===== src/rtl/edge_mask_pkg.sv =====
package edge_mask_pkg;

    typedef enum logic [1:0] {
        SZ_BYTE = 2'd0,
        SZ_HALF = 2'd1,
        SZ_WORD = 2'd2,
        SZ_RSVD = 2'd3
    } elem_size_e;

    typedef struct packed {
        elem_size_e size;
        logic       little;
        logic       no_cc;
    } edge_op_t;

    typedef struct packed {
        logic n;
        logic z;
        logic v;
        logic c;
    } cc_flags_t;

endpackage


===== src/rtl/edge_op_decode.sv =====
module edge_op_decode
    import edge_mask_pkg::*;
#(
    parameter int OPF_W = 9
) (
    input  logic [OPF_W-1:0] opf,
    output edge_op_t         op
);
    logic unused_opf_hi;

    assign unused_opf_hi = ^opf[OPF_W-1:4];

    always_comb begin
        op.size   = elem_size_e'(opf[3:2]);
        op.little = opf[1];
        op.no_cc  = opf[0];
    end
endmodule


===== src/rtl/edge_lane_masks.sv =====
module edge_lane_masks
    import edge_mask_pkg::*;
#(
    parameter int MASK_W = 8,
    parameter int OFF_W  = $clog2(MASK_W)
) (
    input  logic [OFF_W-1:0]  off_a,
    input  logic [OFF_W-1:0]  off_b,
    input  elem_size_e        size,
    input  logic              little,
    output logic [MASK_W-1:0] left_m,
    output logic [MASK_W-1:0] right_m
);
    localparam int NSIZE = 3;

    for (genvar s = 0; s < NSIZE; s++) begin : g_size
        localparam int              LANES = MASK_W >> s;
        localparam logic [MASK_W-1:0] FULL = {MASK_W{1'b1}} >> (MASK_W - LANES);
        int                ia;
        int                ib;
        logic [MASK_W-1:0] lm;
        logic [MASK_W-1:0] rm;

        always_comb begin
            ia = int'(off_a) >> s;
            ib = int'(off_b) >> s;
            if (little) begin
                lm = (FULL << ia) & FULL;
                rm = FULL >> (LANES - 1 - ib);
            end else begin
                lm = FULL >> ia;
                rm = (FULL << (LANES - 1 - ib)) & FULL;
            end
        end
    end

    always_comb begin
        unique case (size)
            SZ_HALF: begin
                left_m  = g_size[1].lm;
                right_m = g_size[1].rm;
            end
            SZ_WORD: begin
                left_m  = g_size[2].lm;
                right_m = g_size[2].rm;
            end
            default: begin
                left_m  = g_size[0].lm;
                right_m = g_size[0].rm;
            end
        endcase
    end
endmodule


===== src/rtl/edge_sub_flags.sv =====
module edge_sub_flags
    import edge_mask_pkg::*;
#(
    parameter int W = 64
) (
    input  logic [W-1:0] lhs,
    input  logic [W-1:0] rhs,
    output cc_flags_t    flags
);
    logic [W-1:0] diff;

    always_comb begin
        diff    = lhs - rhs;
        flags.n = diff[W-1];
        flags.z = (diff == '0);
        flags.v = (lhs[W-1] ^ rhs[W-1]) & (lhs[W-1] ^ diff[W-1]);
        flags.c = (lhs < rhs);
    end
endmodule


===== src/rtl/edge_mask_gen.sv =====
module edge_mask_gen
    import edge_mask_pkg::*;
#(
    parameter int ADDR_W   = 64,
    parameter int NARROW_W = 32,
    parameter int MASK_W   = 8,
    parameter int OPF_W    = 9
) (
    input  logic              clk,
    input  logic              rst_n,
    input  logic              in_valid,
    input  logic [ADDR_W-1:0] addr_a,
    input  logic [ADDR_W-1:0] addr_b,
    input  logic [OPF_W-1:0]  opf,
    input  logic              narrow_mode,
    output logic              out_valid,
    output logic [MASK_W-1:0] mask_out,
    output logic [3:0]        icc_out,
    output logic [3:0]        xcc_out,
    output logic              cc_we
);
    localparam int OFF_W = $clog2(MASK_W);
    localparam logic [ADDR_W-1:0] LOW_KEEP =
        {{(ADDR_W-NARROW_W){1'b0}}, {NARROW_W{1'b1}}};

    typedef struct packed {
        logic              valid;
        logic [MASK_W-1:0] mask;
        cc_flags_t         icc;
        cc_flags_t         xcc;
        logic              cc_we;
    } res_state_t;

    edge_op_t          op;
    logic [MASK_W-1:0] left_m;
    logic [MASK_W-1:0] right_m;
    cc_flags_t         flags_w;
    cc_flags_t         flags_n;
    logic [ADDR_W-1:0] cmp_a;
    logic [ADDR_W-1:0] cmp_b;
    logic              same_blk;
    res_state_t        st_d;
    res_state_t        st_q;

    edge_op_decode #(.OPF_W(OPF_W)) u_dec (
        .opf (opf),
        .op  (op)
    );

    edge_lane_masks #(.MASK_W(MASK_W), .OFF_W(OFF_W)) u_lanes (
        .off_a   (addr_a[OFF_W-1:0]),
        .off_b   (addr_b[OFF_W-1:0]),
        .size    (op.size),
        .little  (op.little),
        .left_m  (left_m),
        .right_m (right_m)
    );

    edge_sub_flags #(.W(ADDR_W)) u_flags_wide (
        .lhs   (addr_a),
        .rhs   (addr_b),
        .flags (flags_w)
    );

    edge_sub_flags #(.W(NARROW_W)) u_flags_narrow (
        .lhs   (addr_a[NARROW_W-1:0]),
        .rhs   (addr_b[NARROW_W-1:0]),
        .flags (flags_n)
    );

    always_comb begin
        cmp_a    = narrow_mode ? (addr_a & LOW_KEEP) : addr_a;
        cmp_b    = narrow_mode ? (addr_b & LOW_KEEP) : addr_b;
        same_blk = (cmp_a[ADDR_W-1:OFF_W] == cmp_b[ADDR_W-1:OFF_W]);

        st_d       = st_q;
        st_d.valid = in_valid;
        st_d.cc_we = in_valid & ~op.no_cc;
        if (in_valid) begin
            st_d.mask = same_blk ? (left_m & right_m) : left_m;
            st_d.icc  = op.no_cc ? '0 : flags_n;
            st_d.xcc  = op.no_cc ? '0 : flags_w;
        end
    end

    always_ff @(posedge clk or negedge rst_n) begin
        if (!rst_n) begin
            st_q <= '0;
        end else begin
            st_q <= st_d;
        end
    end

    assign out_valid = st_q.valid;
    assign mask_out  = st_q.mask;
    assign icc_out   = st_q.icc;
    assign xcc_out   = st_q.xcc;
    assign cc_we     = st_q.cc_we;

    a_r9_latency: assert property (@(posedge clk) disable iff (!rst_n)
        in_valid |=> out_valid);
    a_r9_no_spurious: assert property (@(posedge clk) disable iff (!rst_n)
        !in_valid |=> !out_valid);
    a_r8_we_with_valid: assert property (@(posedge clk) disable iff (!rst_n)
        cc_we |-> out_valid);
    a_r8_we_update: assert property (@(posedge clk) disable iff (!rst_n)
        (in_valid && !opf[0]) |=> cc_we);
    a_r8_we_suppress: assert property (@(posedge clk) disable iff (!rst_n)
        (in_valid && opf[0]) |=> (!cc_we && icc_out == 4'h0 && xcc_out == 4'h0));
    a_r3_half_upper_zero: assert property (@(posedge clk) disable iff (!rst_n)
        (in_valid && opf[3:2] == 2'b01) |=> (mask_out[MASK_W-1:MASK_W/2] == '0));
    a_r4_word_upper_zero: assert property (@(posedge clk) disable iff (!rst_n)
        (in_valid && opf[3:2] == 2'b10) |=> (mask_out[MASK_W-1:MASK_W/4] == '0));
    a_r7_equal_zero_flag: assert property (@(posedge clk) disable iff (!rst_n)
        (in_valid && !opf[0] && addr_a == addr_b) |=> (icc_out[2] && xcc_out[2]));
    a_r10_hold: assert property (@(posedge clk) disable iff (!rst_n)
        !in_valid |=> ($stable(mask_out) && $stable(icc_out) && $stable(xcc_out)));
endmodule


===== config.mk =====
export PLATFORM = sky130hd
export DESIGN_NAME = edge_mask_gen
export DESIGN_NICKNAME = d
export VERILOG_FILES = /design/src/rtl/edge_mask_pkg.sv /design/src/rtl/edge_op_decode.sv /design/src/rtl/edge_lane_masks.sv /design/src/rtl/edge_sub_flags.sv /design/src/rtl/edge_mask_gen.sv
export SDC_FILE = /design/constraint.sdc
export NUM_CORES = 1
export LEC_CHECK = 0
export BUFFER_PORTS_ARGS = -buffer_cell sky130_fd_sc_hd__clkbuf_2
export CORE_MARGIN = 3
export CORE_UTILIZATION = 50
export DETAILED_ROUTE_END_ITERATION = 10
export PLACE_DENSITY = 0.88
export SYNTH_ARGS = -nofsm -noshare
export SYNTH_HDL_FRONTEND = slang
export SYNTH_HIERARCHICAL = 1
export SYNTH_SLANG_ARGS = --single-unit

===== constraint.sdc =====
create_clock -name clk -period 0.8 [get_ports clk]
set_input_delay 0.04 -clock clk [delete_from_list [all_inputs] [get_ports clk]]
set_output_delay 0.04 -clock clk [all_outputs]
set_load 0.05 [all_outputs]

==> impl_table.tex, run 1 <==
\begin{tabular}{lr}
\hline
Metric & Value \\
\hline
\multicolumn{2}{l}{\textbf{Placed design}} \\
\quad Detailed-placement wirelength estimate & 36.2 mm \\
\quad Pre-CTS setup slack & -2.77 ns \\
\quad Count of port buffers added during placement & 153 \\
\quad Placed Cells & 2088 \\
\quad Routability congestion estimate & 1.11 \\
\multicolumn{2}{l}{\textbf{Global routing}} \\
\quad Via count of the first global-routing pass & 17263 \\
\quad Overall routing resource usage & 0.662 \\
\quad Total global routing overflow & 79 \\
\quad First-pass GRT wire length & 96.9 mm \\
\quad Largest net degree at the start of global routing & 20 \\
\multicolumn{2}{l}{\textbf{Synthesis}} \\
\quad Fraction of the yosys area taken by sequential cells & 0.0520 \\
\quad Post-Syn Nets & 1528 \\
\quad Cell Area, Synth & 8660 um\^{}2 \\
\quad Async set or reset register ratio after synthesis & 1.00 \\
\quad Number of library cell types mapped by synthesis & 93 \\
\quad Count of state elements after synthesis & 18 \\
\quad Mean instance size in the synthesized netlist & 6.73 um\^{}2 \\
\quad Number of enable-type register cells in the synthesized netlist & 0 \\
\quad Commonest register cell after synthesis & dfrtp\_1 \\
\quad Count of synthesis-stage warnings from yosys & 6 \\
\quad Gate count of the mapped netlist & 1287 \\
\multicolumn{2}{l}{\textbf{Run status}} \\
\quad Outcome & aborted with a tool error \\
\quad Error message & [ERROR GRT-0116] Global routing finished with congestion. Check the congestion regions in the DRC Viewer. \\
\quad Stage at which the flow ended & global routing \\
\multicolumn{2}{l}{\textbf{CTS}} \\
\quad Total CTS buffers & 3 \\
\quad Number of H-tree levels & 1 \\
\quad Clock tree root driver cell & clkbuf\_16 \\
\quad Count of clock tree sinks & 18 \\
\quad Number of buffers on the longest clock path & 2 \\
\multicolumn{2}{l}{\textbf{Floorplanning}} \\
\quad Vertical die dimension & 138 um \\
\quad Effective utilization at floorplan & 0.517 \\
\quad Top-level port count & 159 \\
\quad X dimension of the die & 138 um \\
\quad Number of standard-cell rows in the floorplan & 47 \\
\hline
\end{tabular}
-- routing by layer --
metal | GRT overflow | track usage
met4 | 33 | 0.706
met1 | 1 | 0.630
met2 | 45 | 0.860
met3 | 0 | 0.488
met5 | 0 | 0.147
-- timing repair --
item / CTS
endpoints found under the setup margin: 34
hold endpoints to repair: 18
pin swaps: 47
hold buffers: 1
buffers inserted: 36
gates resized for setup: 155
-- cells by family after synthesis --
family                     count (synthesis)  share of synthesized area
AOI/OAI and AO/OA                        438                      0.336
xor gates and xnor gates                 118                      0.120
adders and majority gates                100                      0.146
buffers and inverters                    206                     0.0964
DFF                                       18                     0.0520
muxes                                      9                     0.0105
and+or+nand+nor                          398                      0.239
-- Yosys cell counts, drive strengths merged (5+ instances only) --
cell type / instances / area share
a2111oi: 7 / 0.0078
o211ai: 8 / 0.0069
nand2: 114 / 0.049
or2: 5 / 0.0036
buf: 26 / 0.018
o21bai: 20 / 0.017
nor4: 32 / 0.027
a211oi: 16 / 0.016
inv: 149 / 0.065
or3: 10 / 0.0078
a21o: 34 / 0.030
nand2b: 12 / 0.0087
and4: 6 / 0.0061
nand4: 49 / 0.035
nor3: 28 / 0.018
o22ai: 14 / 0.010
o31ai: 10 / 0.010
a21oi: 140 / 0.081
xor2: 57 / 0.058
a31oi: 15 / 0.012
nand3: 22 / 0.013
nand3b: 12 / 0.010
o221ai: 5 / 0.0051
and3: 8 / 0.0058
mux2i: 8 / 0.0092
nor2b: 9 / 0.0065
a21boi: 7 / 0.0061
o2111ai: 12 / 0.013
o21a: 20 / 0.017
xnor2: 61 / 0.063
ha: 98 / 0.14
o21ai: 81 / 0.047
clkbuf: 31 / 0.014
nor2: 79 / 0.034
dfrtp: 18 / 0.052
-- stage by stage --
step | instance area [um^2] | setup TNS [ns] | hold slack, ns
CTS | 14600 | -22.97 | 0.0841
floorplan | 9130 | -16.25 | -0.256
detailed placement | 13500 | -29.26 | -0.000604
global placement | 13500 | -25.47 | -0.00612
==> run 2, diff against run 1 <==
- CORE_UTILIZATION: 50 -> 35
- PLACE_DENSITY: 0.88 -> not set
- PLACE_DENSITY_LB_ADDON: not set -> 0.15
- clock period: 0.8 -> 1.04 ns (I/O delays scaled with it)
==> impl_table.tex, run 2 <==
\begin{tabular}{lr}
\hline
Metric & Value \\
\hline
\multicolumn{2}{l}{\textbf{STA}} \\
\quad Post-Route Setup TNS & -16.92 ns \\
\quad Setup clock skew after layout & 0 ns \\
\quad Hold violation count in the final report & 0 \\
\quad Pins Over Slew Limit & 0 \\
\quad Setup-violating endpoint count in the final report & 16 \\
\quad Final cycle utilization of the critical path & 2.93 \\
\quad RSZ-0062 raised after global routing & yes \\
\quad Highest achievable clock rate & 328 MHz \\
\quad Final critical-path required period & 3.05 ns \\
\quad Tightest hold margin & 0.0471 ns \\
\quad Max transition margin & 0.609 \\
\quad Post-route setup slack & -2.01 ns \\
\quad Worst-Margin Slew & 0.580 ns \\
\multicolumn{2}{l}{\textbf{Floorplanning}} \\
\quad Area of the core & 23900 um\^{}2 \\
\quad X dimension of the die & 163 um (+19\%) \\
\quad Top-level port count & 159 (unchanged) \\
\quad Vertical die dimension & 163 um (+19\%) \\
\quad Effective utilization at floorplan & 0.362 (-0.154) \\
\quad Number of standard-cell rows in the floorplan & 56 (+19\%) \\
\quad DIE AREA & 26700 um\^{}2 \\
\multicolumn{2}{l}{\textbf{CTS}} \\
\quad Worst skew pair latency & 0.25 ns \\
\quad Number of buffers on the longest clock path & 2 (unchanged) \\
\quad Count of clock tree sinks & 18 (unchanged) \\
\quad Total CTS buffers & 3 (unchanged) \\
\quad Clock tree root driver cell & clkbuf\_16 \\
\quad Clock-pin slew on the worst setup and hold paths & 0.05 ns \\
\quad Number of H-tree levels & 1 (unchanged) \\
\quad Clock tree from TritonCTS & built \\
\multicolumn{2}{l}{\textbf{Layout}} \\
\quad Area Overhead vs Synth & 77.4\% \\
\quad Commonest cells after routing, fill and taps aside & 508 x buf\_4, 131 x clkbuf\_2, 127 x inv\_1, 113 x a21oi\_1, 110 x nand2\_1 \\
\quad Final instance area & 15400 um\^{}2 \\
\quad Ratio of cells with drive above 1 in the final layout & 0.470 \\
\quad Post-layout nets & 2168 \\
\quad Flip-flop count of the largest register, all copies and words added & 8 \\
\quad Most frequent standard cell in the layout excluding fill and tap cells & buf\_4 \\
\quad Antenna diodes & 0 \\
\multicolumn{2}{l}{\textbf{Synthesis}} \\
\quad Cell Area, Synth & 8660 um\^{}2 (unchanged) \\
\quad Async set or reset register ratio after synthesis & 1.00 (unchanged) \\
\quad Gate count of the mapped netlist & 1287 (unchanged) \\
\quad Number of enable-type register cells in the synthesized netlist & 0 (unchanged) \\
\quad Portion of synthesized cell area occupied by the leading cell type & 0.142 (unchanged) \\
\quad Most frequently used cell type in the post-synthesis netlist & inv\_1 \\
\quad Cell taking the most area after synthesis & ha\_1 \\
\quad Combinational family with the most area after synthesis & compound AO/OA/AOI/OAI gates \\
\quad Mean instance size in the synthesized netlist & 6.73 um\^{}2 (unchanged) \\
\quad Number of library cell types mapped by synthesis & 93 (unchanged) \\
\quad Area fraction in compound gates after synthesis & 0.336 (unchanged) \\
\quad Count of state elements after synthesis & 18 (unchanged) \\
\quad Post-synthesis share of cell area spent on full adders, half adders and majority gates & 0.146 (unchanged) \\
\quad Xor and xnor fraction of the mapped netlist area & 0.120 (unchanged) \\
\quad Simple-gate share of the synthesized area & 0.239 (unchanged) \\
\quad Fraction of the yosys area taken by sequential cells & 0.0520 (unchanged) \\
\quad Leading post-synthesis cells by instance count & 146 x inv\_1, 139 x a21oi\_1, 114 x nand2\_1 \\
\quad Commonest register cell after synthesis & dfrtp\_1 \\
\quad Post-Syn Nets & 1528 (unchanged) \\
\quad Share of synthesized area spent on multiplexers & 0.0105 (unchanged) \\
\quad Dominant cells by area after synthesis & ha\_1 14\%, a21oi\_1 8.0\%, inv\_1 6.3\%, xnor2\_1 6.1\%, xor2\_1 5.8\% \\
\quad Count of synthesis-stage warnings from yosys & 6 (unchanged) \\
\multicolumn{2}{l}{\textbf{Worst setup path}} \\
\quad Largest fanout on the critical path & 5 \\
\quad Critical Path Start Type & primary input \\
\quad Worst setup EP type & flip-flop \\
\quad Arrival time worst endpoint & 3.23 ns \\
\quad Internal reg-to-reg setup slack & 0.38 ns \\
\quad Crit Path Class & primary input to flip-flop \\
\quad Required time of the critical path & 1.21 ns \\
\multicolumn{2}{l}{\textbf{Placed design}} \\
\quad Count of port buffers added during placement & 153 (unchanged) \\
\quad Routability congestion estimate & 0.986 (-11\%) \\
\quad Detailed-placement wirelength estimate & 32.4 mm (-10\%) \\
\quad Cell Area, Placed & 13800 um\^{}2 (+2.8\%) \\
\multicolumn{2}{l}{\textbf{Power}} \\
\quad Standby leakage power & 7.38 nW \\
\quad Highest ir drop seen on vdd & 710 uV \\
\quad Power per cell area & 725 nW/um\^{}2 \\
\multicolumn{2}{l}{\textbf{Detailed routing}} \\
\quad Wirelength, routed & 38.0 mm \\
\quad First-pass detailed-route iteration total & 6 \\
\quad Post-DR wirelength/cell & 16.9 um \\
\quad Violation count after the first detailed-route iteration & 805 \\
\quad Per-cell via count in the routed design & 5.36 \\
\quad Via count & 12035 \\
\quad Remaining design rule violation count & 0 \\
\quad ANT nets after route & 0 \\
\multicolumn{2}{l}{\textbf{Global routing}} \\
\quad Overall routing resource usage & 0.271 \\
\quad First-pass GRT wire length & 58.9 mm \\
\quad Total global routing overflow & 0 \\
\quad Via count of the first global-routing pass & 11667 \\
\quad Largest net degree at the start of global routing & 32 \\
\quad Antenna violations before repair & 0 \\
\multicolumn{2}{l}{\textbf{Run}} \\
\quad Max-cap check violation count & 0 \\
\multicolumn{2}{l}{\textbf{Min path}} \\
\quad Kind of path behind the tightest hold check & primary input to flip-flop \\
\multicolumn{2}{l}{\textbf{Run status}} \\
\quad Outcome & finished with violations \\
\quad Failing checks & setup timing \\
\hline
\end{tabular}
==> run 2: repair_timing <==
item	CTS	global route
setup endpoints to repair	16	16
cloned	0	0
hold endpoints to repair	18	0
buffers inserted	12	16
resized for setup	104	142
pin swaps	64	83
hold buffers	1	0
==> run 2: layer usage <==
metal	part of all wire	GRT usage	vias to the layer above
li1	-	-	5996
met1	0.45	0.364	5568
met2	0.47	0.464	390
met3	0.054	0.0264	81
met4	0.030	0.0727	0
met5	0	0	-
==> run 2: where the power goes <==
group | internal [W] | switching, W | total [W]
registers | 0.000772 | 0.0000462 | 0.000818
logic | 0.00463 | 0.00484 | 0.00947
clock network | 0.000585 | 0.000262 | 0.000847
==> run 2: stage by stage <==
step	power [W]	std cells	utilization	setup WS, ns
floorplan	0.00526	1287	-	-1.81
global placement	0.00926	2217	0.580	-2.48
detailed placement	0.00930	2217	0.580	-2.53
CTS	0.0106	2233	0.613	-2.12
global route	0.0119	2245	0.643	-2.18
finish	0.0111	2245	0.643	-2.01
==> run 2: cell families (layout without fill, tap and decap cells) <==
kind of cell	after synthesis	in the layout
multiplexers	9	9
AO/OA/AOI/OAI	438	438
buffers and inverters	206	845
XOR/XNOR	118	118
adder cells (fa/ha/maj)	100	100
flip-flops	18	18
AND/OR/NAND/NOR	398	398
==> run 2: worst paths after layout <==
path / end / cells past startpoint / startpoint
worst max-delay path: xcc_out[2] / 17 / addr_b[28]
worst min-delay path: xcc_out[0] / 2 / in_valid
worst max register to register: mask_out[5] / 2 / mask_out[5]
worst min register to register: xcc_out[0] / 2 / xcc_out[0]
max in group asynchronous: icc_out[0] / 2 / rst_n
min in group asynchronous: xcc_out[1] / 2 / rst_n
==> run 2: cell type report <==
class,instances,area [um^2]
well taps,319,399
repair buffers,692,5110
clock buffers,4,88.8
multi-input cells,1063,8710
flip-flops and latches,18,450
inverters,149,602
fillers,2135,8530
==> run 2: worst max-delay path, stage by stage <==
cell and delay [ns]:
clkbuf_2 0.13, inv_1 0.06, ha_1 0.35, nand2_1 0.11, buf_4 0.16, nor3_2 0.31
a221oi_1 0.16, a221oi_2 0.34, o21bai_1 0.18, a22oi_2 0.22, xnor2_1 0.15, nand4_1 0.13
nor4_2 0.28, nand4_1 0.18, nor4_2 0.24, nand3b_1 0.10, o21ai_1 0.08
Power figures use the tool's default switching activity.
==> run 3, diff against run 2 <==
- CTS_BUF_LIST: not set -> sky130_fd_sc_hd__clkbuf_8
- SKIP_CTS_REPAIR_TIMING: not set -> 1
- clock period: 1.04 -> 3.83 ns (I/O delays scaled with it)
==> impl_table.tex, run 3 (same netlist as run 2, synthesis figures left out) <==
\begin{tabular}{lr}
\hline
Metric & Value \\
\hline
\multicolumn{2}{l}{\textbf{CTS}} \\
\quad Clock tree root driver cell & clkbuf\_8 \\
\quad Number of buffers on the longest clock path & 2 (unchanged) \\
\quad Count of clock tree sinks & 18 (unchanged) \\
\quad Clock-pin slew on the worst setup and hold paths & 0.07 ns (+0.02 ns) \\
\quad Number of H-tree levels & 1 (unchanged) \\
\quad Worst skew pair latency & 0.25 ns (about the same) \\
\quad Total CTS buffers & 3 (unchanged) \\
\quad Clock tree from TritonCTS & built \\
\multicolumn{2}{l}{\textbf{Detailed routing}} \\
\quad Post-DR wirelength/cell & 17.7 um (+4.8\%) \\
\quad ANT nets after route & 0 (unchanged) \\
\quad First-pass detailed-route iteration total & 5 (-1) \\
\quad Violation count after the first detailed-route iteration & 622 (-23\%) \\
\quad Per-cell via count in the routed design & 5.61 (+4.6\%) \\
\quad Via count & 10033 (-17\%) \\
\quad Wirelength, routed & 31.7 mm (-16\%) \\
\quad Remaining design rule violation count & 0 (unchanged) \\
\multicolumn{2}{l}{\textbf{Placed design}} \\
\quad Routability congestion estimate & 0.952 (-3.4\%) \\
\quad Count of port buffers added during placement & 153 (unchanged) \\
\quad Detailed-placement wirelength estimate & 27.5 mm (-15\%) \\
\quad Placed Cells & 1785 (-19\%) \\
\quad Cell Area, Placed & 10200 um\^{}2 (-27\%) \\
\multicolumn{2}{l}{\textbf{Worst setup path}} \\
\quad Cell with the largest stage delay on the worst path & a2111oi\_0 \\
\quad Startpoint of the worst setup timing path & addr\_a[0] \\
\quad Largest fanout on the critical path & 6 (+1) \\
\quad Crit path top cell by count & buf\_4 \\
\quad Worst setup EP type & flip-flop \\
\quad Required time of the critical path & 4.00 ns (+2.79 ns) \\
\quad Critical path cell sequence & clkbuf\_2 -> buf\_4 -> inv\_1 -> ha\_1 -> fa\_1 -> nor2b\_1 -> o211a\_1 -> o311a\_1 -> nor3b\_2 -> nor2\_1 -> a2111oi\_0 -> o31ai\_1 -> nor4\_1 -> nand4\_1 -> nor4\_2 -> buf\_4 -> nand3b\_1 -> o21ai\_0 \\
\quad Critical Path Start Type & primary input \\
\quad Worst flop-to-flop path startpoint & icc\_out[0] \\
\quad Critical Path Max Stage Delay & 0.54 ns (+0.19 ns) \\
\quad Crit Path Class & primary input to flip-flop \\
\quad Arrival time worst endpoint & 3.75 ns (+0.52 ns) \\
\multicolumn{2}{l}{\textbf{Power}} \\
\quad Standby leakage power & 4.89 nW (-34\%) \\
\quad Power per cell area & 204 nW/um\^{}2 (-72\%) \\
\quad Highest ir drop seen on vdd & 185 uV (-74\%) \\
\multicolumn{2}{l}{\textbf{STA}} \\
\quad Max transition margin & 0.625 (+0.0154) \\
\quad Highest achievable clock rate & 279 MHz \\
\quad Final cycle utilization of the critical path & 0.936 \\
\quad Setup-violating endpoint count in the final report & 0 (-16) \\
\quad Final critical-path required period & 3.59 ns \\
\quad Setup clock skew after layout & 0 ns (unchanged) \\
\quad Post-Route Setup TNS & 0 ns (+16.92 ns) \\
\quad Pins Over Slew Limit & 0 (unchanged) \\
\quad RSZ-0062 raised after global routing & no \\
\quad Worst-Margin Slew & 0.563 ns (-0.0170 ns) \\
\quad Hold violation count in the final report & 0 (unchanged) \\
\multicolumn{2}{l}{\textbf{Layout}} \\
\quad Final instance area & 10200 um\^{}2 (-33\%) \\
\quad Fin util & 0.429 (-0.214) \\
\quad Final standard cell count with taps included and fillers excluded & 1790 (-20\%) \\
\quad Ratio of cells with drive above 1 in the final layout & 0.192 (-0.277) \\
\quad Area Overhead vs Synth & 18.3\% \\
\quad Commonest cells after routing, fill and taps aside & 153 x clkbuf\_2, 146 x inv\_1, 139 x a21oi\_1, 114 x nand2\_1, 98 x ha\_1 \\
\quad Post-layout nets & 1713 (-21\%) \\
\quad Flip-flop count of the largest register, all copies and words added & 8 (unchanged) \\
\quad Antenna diodes & 0 (unchanged) \\
\quad Most frequent standard cell in the layout excluding fill and tap cells & clkbuf\_2 \\
\multicolumn{2}{l}{\textbf{Global routing}} \\
\quad Via count of the first global-routing pass & 9305 (-20\%) \\
\quad Largest net degree at the start of global routing & 34 (+6.3\%) \\
\quad Total global routing overflow & 0 (unchanged) \\
\quad First-pass GRT wire length & 49.2 mm (-17\%) \\
\quad Overall routing resource usage & 0.226 (-0.0455) \\
\quad Antenna violations before repair & 0 (unchanged) \\
\multicolumn{2}{l}{\textbf{Floorplanning}} \\
\quad Vertical die dimension & 163 um (unchanged) \\
\quad Number of standard-cell rows in the floorplan & 56 (unchanged) \\
\quad Top-level port count & 159 (unchanged) \\
\quad X dimension of the die & 163 um (unchanged) \\
\quad Effective utilization at floorplan & 0.362 (unchanged) \\
\quad Area of the core & 23900 um\^{}2 (unchanged) \\
\quad DIE AREA & 26700 um\^{}2 (unchanged) \\
\multicolumn{2}{l}{\textbf{Run status}} \\
\quad Outcome & completed \\
\multicolumn{2}{l}{\textbf{Min path}} \\
\quad Beginning of the worst hold path & opf[0] \\
\quad Kind of path behind the tightest hold check & primary input to flip-flop \\
\multicolumn{2}{l}{\textbf{Run}} \\
\quad Max-cap check violation count & 0 (unchanged) \\
\hline
\end{tabular}
-- run 3: cell count changes in the layout (fill, tap and decap cells not counted), moves of 15 or more --
cell,delta
a21oi_2,-23
inv_1,+19
o21ai_0,+15
clkbuf_2,+22
ha_1,+44
ha_4,-39
buf_6,-38
buf_4,-425
a21oi_1,+26
-- run 3: power breakdown --
part	internal, W	leakage [nW]	total, W	switching (W)
Combinational	0.000671	4.63	0.00172	0.00105
Sequential	0.000209	0.233	0.000221	0.0000118
Clock	0.0000912	0.0288	0.000151	0.0000598
Total	0.000972	4.89	0.00209	0.00112
-- run 3: final timing paths --
path                               end  slack, ns  cells after the start
max                         icc_out[2]       0.24                     18
min                              cc_we       0.24                      2
max reg2reg                 icc_out[0]       3.15                      2
min reg2reg                 xcc_out[1]       0.52                      2
max in group asynchronous    out_valid       3.12                      2
min in group asynchronous  mask_out[4]       0.41                      2
-- run 3: worst max-delay path: cells and delay by family --
family | cells | cell delay [ns]
and+or+nand+nor | 7 | 1.27
buffers and inverters | 4 | 0.47
adders and majority gates | 2 | 0.44
AOI/OAI and AO/OA | 5 | 1.38
-- run 3: per-layer routing --
layer / vias to the layer above / track usage / part of all wire
met1: 4580 / 0.331 / 0.48
met5: - / 0 / 0
met2: 342 / 0.372 / 0.45
met3: 32 / 0.0152 / 0.062
li1: 5079 / - / -
met4: 0 / 0.0308 / 0.015
-- run 3: metrics by stage --
step	power [W]	hold slack, ns	setup slack [ns]
floorplan	0.00136	-0.104	0.572
global placement	0.00191	0.165	0.0506
detailed placement	0.00191	0.157	-0.0228
CTS	0.00208	-0.113	0.230
global route	0.00227	0.250	0.0166
finish	0.00209	0.244	0.243
-- run 3: layout make-up --
cell class / count / area [um^2]
Multi-Input combinational cell: 1063 / 7380
Inverter: 149 / 562
Sequential cell: 18 / 450
Clock buffer: 4 / 55.1
Tap cell: 319 / 399
Timing Repair Buffer: 237 / 1400
Fill cell: 2597 / 13700
